==> src/rtl/bdp_pkg.sv <==
package bdp_pkg;

  typedef logic [1:0] ctr_t;

  localparam ctr_t CTR_RESET = 2'b01;

  typedef enum logic {
    IDX_XOR = 1'b0,
    IDX_CAT = 1'b1
  } idx_mode_e;

  // one saturating step of a direction counter
  function automatic ctr_t ctr_step(input ctr_t cur, input logic taken);
    ctr_t nxt;
    if (taken) nxt = (cur == 2'b11) ? cur : ctr_t'(cur + 2'b01);
    else       nxt = (cur == 2'b00) ? cur : ctr_t'(cur - 2'b01);
    return nxt;
  endfunction

  function automatic logic ctr_dir(input ctr_t cur);
    return cur[1];
  endfunction

endpackage

==> src/rtl/bdp_index.sv <==
module bdp_index #(
  parameter int                  PC_W     = 32,
  parameter int                  HIST_W   = 4,
  parameter int                  PC_SEL_W = 4,
  parameter int                  PC_LSB   = 2,
  parameter bdp_pkg::idx_mode_e  MODE     = bdp_pkg::IDX_XOR,
  parameter int                  IDX_W    = 4
) (
  input  logic [PC_W-1:0]   pc,
  input  logic [HIST_W-1:0] hist,
  output logic [IDX_W-1:0]  idx
);

  logic [PC_SEL_W-1:0] pc_slice;
  assign pc_slice = pc[PC_LSB +: PC_SEL_W];

  generate
    if (MODE == bdp_pkg::IDX_CAT) begin : g_cat
      assign idx = {hist, pc_slice};
    end else begin : g_xor
      logic [IDX_W-1:0] h_ext;
      logic [IDX_W-1:0] p_ext;
      always_comb begin
        h_ext = '0;
        p_ext = '0;
        h_ext[HIST_W-1:0]   = hist;
        p_ext[PC_SEL_W-1:0] = pc_slice;
      end
      assign idx = h_ext ^ p_ext;
    end
  endgenerate

endmodule

==> src/rtl/bdp_history.sv <==
module bdp_history #(
  parameter int HIST_W = 4
) (
  input  logic              clk,
  input  logic              rst_n,
  input  logic              upd_en,
  input  logic [HIST_W-1:0] upd_snap,
  input  logic              upd_taken,
  output logic [HIST_W-1:0] hist_q
);

  logic [HIST_W-1:0] hist_nxt;

  generate
    if (HIST_W == 1) begin : g_one
      assign hist_nxt = upd_taken;
    end else begin : g_many
      assign hist_nxt = {upd_snap[HIST_W-2:0], upd_taken};
    end
  endgenerate

  always_ff @(posedge clk) begin
    if (!rst_n)      hist_q <= '0;
    else if (upd_en) hist_q <= hist_nxt;
  end

endmodule

==> src/rtl/bdp_pht.sv <==
module bdp_pht #(
  parameter int IDX_W = 4
) (
  input  logic                clk,
  input  logic                rst_n,
  input  logic [IDX_W-1:0]    rd_idx,
  output bdp_pkg::ctr_t       rd_ctr,
  input  logic                wr_en,
  input  logic [IDX_W-1:0]    wr_idx,
  input  logic                wr_taken,
  output bdp_pkg::ctr_t       wr_old,
  output bdp_pkg::ctr_t       wr_new
);

  localparam int ENTRIES = 1 << IDX_W;

  bdp_pkg::ctr_t tbl [ENTRIES];

  // both reads see the array as it was before the edge
  assign rd_ctr = tbl[rd_idx];
  assign wr_old = tbl[wr_idx];
  assign wr_new = bdp_pkg::ctr_step(wr_old, wr_taken);

  always_ff @(posedge clk) begin
    if (!rst_n) begin
      for (int i = 0; i < ENTRIES; i++) tbl[i] <= bdp_pkg::CTR_RESET;
    end else if (wr_en) begin
      tbl[wr_idx] <= wr_new;
    end
  end

endmodule

==> src/rtl/branch_dir_pred.sv <==
module branch_dir_pred #(
  parameter int                  PC_W     = 32,
  parameter int                  HIST_W   = 4,
  parameter int                  PC_SEL_W = 4,
  parameter int                  PC_LSB   = 2,
  parameter bdp_pkg::idx_mode_e  MODE     = bdp_pkg::IDX_XOR
) (
  input  logic              clk,
  input  logic              rst_n,
  input  logic [PC_W-1:0]   lk_pc,
  output logic              lk_taken,
  output logic [HIST_W-1:0] lk_hist,
  input  logic              up_valid,
  input  logic [PC_W-1:0]   up_pc,
  input  logic              up_taken,
  input  logic [HIST_W-1:0] up_hist
);

  localparam int XOR_W = (HIST_W > PC_SEL_W) ? HIST_W : PC_SEL_W;
  localparam int IDX_W = (MODE == bdp_pkg::IDX_CAT) ? (HIST_W + PC_SEL_W) : XOR_W;

  // named internal events, observed by the bound checker
  logic [IDX_W-1:0] lk_idx;
  logic [IDX_W-1:0] upd_idx;
  bdp_pkg::ctr_t    lk_ctr;
  bdp_pkg::ctr_t    upd_ctr_old;
  bdp_pkg::ctr_t    upd_ctr_new;
  logic [HIST_W-1:0] ghist;

  bdp_history #(.HIST_W(HIST_W)) u_hist (
    .clk       (clk),
    .rst_n     (rst_n),
    .upd_en    (up_valid),
    .upd_snap  (up_hist),
    .upd_taken (up_taken),
    .hist_q    (ghist)
  );

  bdp_index #(
    .PC_W(PC_W), .HIST_W(HIST_W), .PC_SEL_W(PC_SEL_W),
    .PC_LSB(PC_LSB), .MODE(MODE), .IDX_W(IDX_W)
  ) u_lk_index (
    .pc   (lk_pc),
    .hist (ghist),
    .idx  (lk_idx)
  );

  bdp_index #(
    .PC_W(PC_W), .HIST_W(HIST_W), .PC_SEL_W(PC_SEL_W),
    .PC_LSB(PC_LSB), .MODE(MODE), .IDX_W(IDX_W)
  ) u_up_index (
    .pc   (up_pc),
    .hist (up_hist),
    .idx  (upd_idx)
  );

  bdp_pht #(.IDX_W(IDX_W)) u_pht (
    .clk      (clk),
    .rst_n    (rst_n),
    .rd_idx   (lk_idx),
    .rd_ctr   (lk_ctr),
    .wr_en    (up_valid),
    .wr_idx   (upd_idx),
    .wr_taken (up_taken),
    .wr_old   (upd_ctr_old),
    .wr_new   (upd_ctr_new)
  );

  assign lk_taken = bdp_pkg::ctr_dir(lk_ctr);
  assign lk_hist  = ghist;

endmodule

==> config.mk <==
export PLATFORM = sky130hd
export DESIGN_NAME = branch_dir_pred
export DESIGN_NICKNAME = d
export VERILOG_FILES = /design/src/rtl/bdp_pkg.sv /design/src/rtl/bdp_index.sv /design/src/rtl/bdp_history.sv /design/src/rtl/bdp_pht.sv /design/src/rtl/branch_dir_pred.sv
export SDC_FILE = /design/constraint.sdc
export NUM_CORES = 1
export LEC_CHECK = 0
export CORE_UTILIZATION = 48
export DETAILED_ROUTE_END_ITERATION = 16
export PLACE_DENSITY = 0.95
export SKIP_CTS_REPAIR_TIMING = 1
export SLEW_MARGIN = 20
export SYNTH_ARGS = -nofsm -noshare
export SYNTH_HDL_FRONTEND = slang
export SYNTH_HIERARCHICAL = 1
export SYNTH_SLANG_ARGS = --single-unit
==> constraint.sdc <==
create_clock -name clk -period 6 [get_ports clk]
set_clock_uncertainty 0.15 [all_clocks]
set_input_delay 0.6 -clock clk [delete_from_list [all_inputs] [get_ports clk]]
set_output_delay 0.6 -clock clk [all_outputs]
set_load 0.01 [all_outputs]
Yosys cells after proc, flatten, opt, wreduce, memory -nomap -nowiden
Memory sizes are Yosys's and may differ from the RTL's.
Cells that the tools add are included.
{ "word_totals": {"ram_bits": 32, "memories": 1, "word_cells": 19, "inputBits": 72, "out_inout_bits": 5, "reg_bits": 4} }
{ "memory_table": {"columns": ["name", "depth", "word_bits", "rd", "rd_ports_with_merged_regs", "write_ports", "line_no", "source"], "rows": [
  ["u_pht.tbl", 16, 2, 2, 0, 16, "bdp_pht.sv:17", "bdp_pkg::ctr_t tbl [ENTRIES];"]
]} }
{ "op_classes": {"n_reduce_logical": 2, "mux": 10, "add_sub_neg": 2, "n_bitwise": 2, "eq_ne": 1} }
{ "ops": {"columns": ["op", "n"], "rows": [
  ["2-bit two-way mux", 4],
  ["4-bit bitwise XOR", 2],
  ["1-bit two-way mux", 5],
  ["4-bit two-way mux", 1],
  ["2-bit by 1-bit adder with 2-bit output, second input constant", 1],
  ["2-bit == test, second input constant", 1],
  ["2-bit logical NOT", 1],
  ["2-bit OR reduction", 1],
  ["2-bit by 1-bit subtractor with 2-bit output, second input constant", 1]
]} }

Depth between registers and ports, before layout
An unclocked memory read counts as a cell.
{ "logic_depth": {"ltp_word": 6, "ltp_mapped": 9, "mapped_depth_nobuf": 7} }

Modules after synthesis
Netlist, hierarchy kept.
{ "modules_own_cells": {"columns": ["module", "cells_per_inst", "n_inst", "area_per_inst_um2"], "rows": [
  ["bdp_pht", 150, 1, 1848.0],
  ["bdp_history", 13, 1, 156.4],
  ["bdp_index", 4, 2, 35.0]
]} }

Worst setup path before layout
OpenSTA, ideal clock, no wires.
{ "synth_path": {"path_kind": "input port to output port", "startpoint": "in lk_pc[2]", "endpoint": "out lk_taken", "t_arrival_ns": 2.223, "path_slack_ns": 3.027, "n_path_buf": 1, "cell_stages": 4, "path_cell_list": "xor2_1 clkbuf_1 mux4_2 mux4_2"} }
{ "synth_between": {"elab_chain_cells": 2} }
{ "synth_rtl": {"columns": ["item", "line_no", "source"], "rows": [
  ["start, declared", "branch_dir_pred.sv:10", "input logic [PC_W-1:0] lk_pc,"],
  ["4-bit bitwise XOR", "bdp_index.sv:29", "assign idx = h_ext ^ p_ext;"],
  ["memory 16 x 2 bit", null, null],
  ["end, declared", "branch_dir_pred.sv:11", "output logic lk_taken,"]
]} }
No other way between the ends.

Final worst setup path
{ "layout_path": {"startpoint": "in lk_pc[2]", "endpoint": "out lk_taken"} }
{ "layout_between": {"elab_chain_cells": 2} }
{ "layout_rtl": {"columns": ["item", "line_no", "source"], "rows": [
  ["4-bit bitwise XOR", "bdp_index.sv:29", null],
  ["net lk_idx[0]", "branch_dir_pred.sv:23", "logic [IDX_W-1:0] lk_idx;"],
  ["memory 16 x 2 bit", null, null]
]} }
The timed path passes the listed nets, and every way through them passes these cells.

==> run summary <==
At the worst endpoint, the required time is 5250 ps. The slew of the pin with the lowest slew margin came out at 1100 ps. The area added between synthesis and finish came out at 13.9%. The number of antenna diodes came out at 0. After global routing, the most crowded layer is met2.

The die area is 0.00432 mm^2. The residual DRC count came out at 0. Summed over all layers, the global routing overflow is 0. In this run, the number of DRC markers left after iteration 0 of detailed routing was 80. The number of input and output port buffers inserted came out at 20.

The power density over the cells is 251 mW/mm^2. After routing, the total negative slack on setup checks comes to 0 ps. Of the cells placed in the final design, the portion with a size suffix greater than 1 is 0.135.

The startpoint of the lowest-slack register-to-register path is u_pht/tbl[11][1]. Tracing the worst setup path back leads to its startpoint at lk_pc[2]. Data on the critical path arrives at its endpoint at 3170 ps.

In the global route stage, met3 resource usage came out at 0.0347. The I/O pin count came out at 77. The routing usage on met1 came out at 0.258. TritonCTS created 5 clock buffers.

The static leakage is 0.743 nW. The worst setup path is captured at an output port. The maximum fanout along the worst path is 4. The later-pin clock latency in the skew report came out at 290 ps.

The pin count of the biggest net entering global routing is 23. The signal on the critical path passes through clkdlybuf4s50_1 > xor2_1 > mux4_2 > mux4_2 > clkdlybuf4s50_1. The clock transition at the register clock pins on the worst setup and hold paths after CTS is 70 ps.

Among cell families on the critical path, the largest total delay comes from multiplexers. STA classifies the critical path startpoint as an input pin. The worst slew margin relative to its limit is 0.267. The post-layout instance count excluding filler cells is 226.

The number of H-tree branching levels came out at 2. The vertical extent of the die came out at 65.7 um. The worst register-to-register path ends at u_pht/tbl[13][0].

The logic depth of the worst register-to-register path is 5. The congestion estimate from routability-driven global placement came to 0.890. The max-capacitance violation count came out at 0. CTS placed an instance of sky130_fd_sc_hd__clkbuf_8 at the clock tree root. The flow ran to the end, and the final reports show no timing, DRC or antenna violations. The setup slack of the worst register-to-register path came out at 3740 ps. The routed wire length per instance came out at 17.4 um.

Setup repair after global routing left no endpoint under its margin. The clock tree from TritonCTS is done. The synthesized net count came out at 235.

The post-layout minimum cycle time came out at 3920 ps. In the global route stage, overall resource usage came out at 0.207. The total number of nets in the final design is 250. The type of the worst setup path is input pin to output port.

The first global-routing pass estimated 6.20 mm of wire. The effective utilization at floorplan came out at 0.517. On the worst path, the slowest cell contributes a delay of 600 ps.

The largest individual stage delay along the critical path comes from the cell sky130_fd_sc_hd__mux4_2. The number of sinks driven by the clock tree came out at 36. The hold violation total from the final report was 0. The area of the core is 0.00377 mm^2. The remaining number of nets flagged by the antenna check after routing came out at 0. The floorplan die width came out at 65.7 um.

The total iterations of the first detailed-routing run is 4. The half-perimeter wire length after detailed placement is 2.87 mm. The min-delay analysis places its worst path in the category flip-flop to flip-flop. The total wire length came out at 3.94 mm. The netlist area before placement is 0.00195 mm^2. The number of standard-cell rows in the floorplan came out at 22. In this run the number of cells on the critical path is 5.

The worst voltage drop across the vdd grid is 0.000124 V. After technology mapping, the gate count stands at 163. For this run, global-route usage on met2 was measured as 0.337. The portion of the clock cycle consumed by the worst path in the final layout came out at 0.653.

The overall via count from detail_route came out at 1326. Counting the fill cells in the layout gives 301. The average cell area after synthesis is 12.0 um^2. The number of global-route vias before repair is 1347. The maximum achievable frequency is 255 MHz.

The number of buffers and inverters on the critical path is 2. The number of placed cells counting well taps came out at 219. The count of final setup violators came out at 0.

The average vias per placed instance came out at 5.87. Yosys printed 6 warnings. The critical path ends at lk_taken. The number of pins with negative max-slew slack in the final report is 0. Counting along the longest clock path gives a buffer depth of 2. The initial antenna violation count is 0.
## per-stage QoR
| stage | power (mW) | setup slack (ps) | hold WS [ps] | utilization | cell area (um^2) |
|---|---|---|---|---|---|
| detailed placement | 0.405 | 2060 | 417 | 0.569 | 2140 |
| CTS | 0.560 | 2050 | 423 | 0.589 | 2220 |
| global placement | 0.400 | 2050 | 391 | 0.569 | 2140 |
| floorplan | 0.373 | 3220 | 410 | - | 1950 |
| global route | 0.581 | 1950 | 438 | 0.589 | 2220 |
| finish | 0.558 | 2080 | 411 | 0.589 | 2220 |
## registers in the layout, indices dropped and copies added, names as in the netlist
name and count:
u_hist/hist_q 4, u_pht/tbl 32
## worst min path at each step
stage | from | to | depth (start not counted)
after global routing | u_hist/hist_q[1] | u_hist/hist_q[1] | 2
after global placement | u_hist/hist_q[0] | u_hist/hist_q[0] | 2
after floorplan | u_hist/hist_q[0] | u_hist/hist_q[0] | 2
final | u_hist/hist_q[3] | u_hist/hist_q[3] | 2
after detailed placement | u_hist/hist_q[2] | u_hist/hist_q[2] | 2
after CTS | u_hist/hist_q[3] | u_hist/hist_q[3] | 2
## layout make-up
cell class | instances | area (um^2) | area share
multi-input combinational | 112 | 828 | 0.373
tap | 48 | 60.1 | 0.0270
inverter | 2 | 7.51 | 0.00338
timing repair buffer | 21 | 208 | 0.0935
sequential | 36 | 1040 | 0.468
clock buffer | 6 | 72.6 | 0.0327
clock inverter | 1 | 5.00 | 0.00225
## worst register-to-register path, stage by stage, from the launching register on
cell,delay (ps)
sky130_fd_sc_hd__edfxtp_1,390
sky130_fd_sc_hd__mux4_2,500
sky130_fd_sc_hd__a22o_1,230
sky130_fd_sc_hd__nor2_2,140
sky130_fd_sc_hd__maj3_2,420
sky130_fd_sc_hd__nand3_1,140
## layout by cell type, fill, tap and decap left out, types with 4 or more instances in the layout
cell type / n
sky130_fd_sc_hd__nand2_1: 37
sky130_fd_sc_hd__edfxtp_1: 32
sky130_fd_sc_hd__clkdlybuf4s50_1: 20
sky130_fd_sc_hd__nor2_1: 17
sky130_fd_sc_hd__nand3_1: 15
sky130_fd_sc_hd__mux4_2: 11
sky130_fd_sc_hd__xor2_1: 8
sky130_fd_sc_hd__nor2b_1: 6
sky130_fd_sc_hd__clkbuf_8: 5
sky130_fd_sc_hd__mux2i_1: 4
sky130_fd_sc_hd__dfxtp_1: 4
## power by group
part,switching [mW],total [mW],internal (mW)
Clock,0.0798,0.159,0.0788
Combinational,0.0635,0.113,0.0499
Sequential,0.00447,0.286,0.282
## per-layer routing
metal | part of all wire | wire length (um)
met3 | 0.085 | 336
met1 | 0.37 | 1480
met2 | 0.51 | 2020
met5 | 0 | 0
met4 | 0.026 | 104
(Power assumes the default switching activity.)
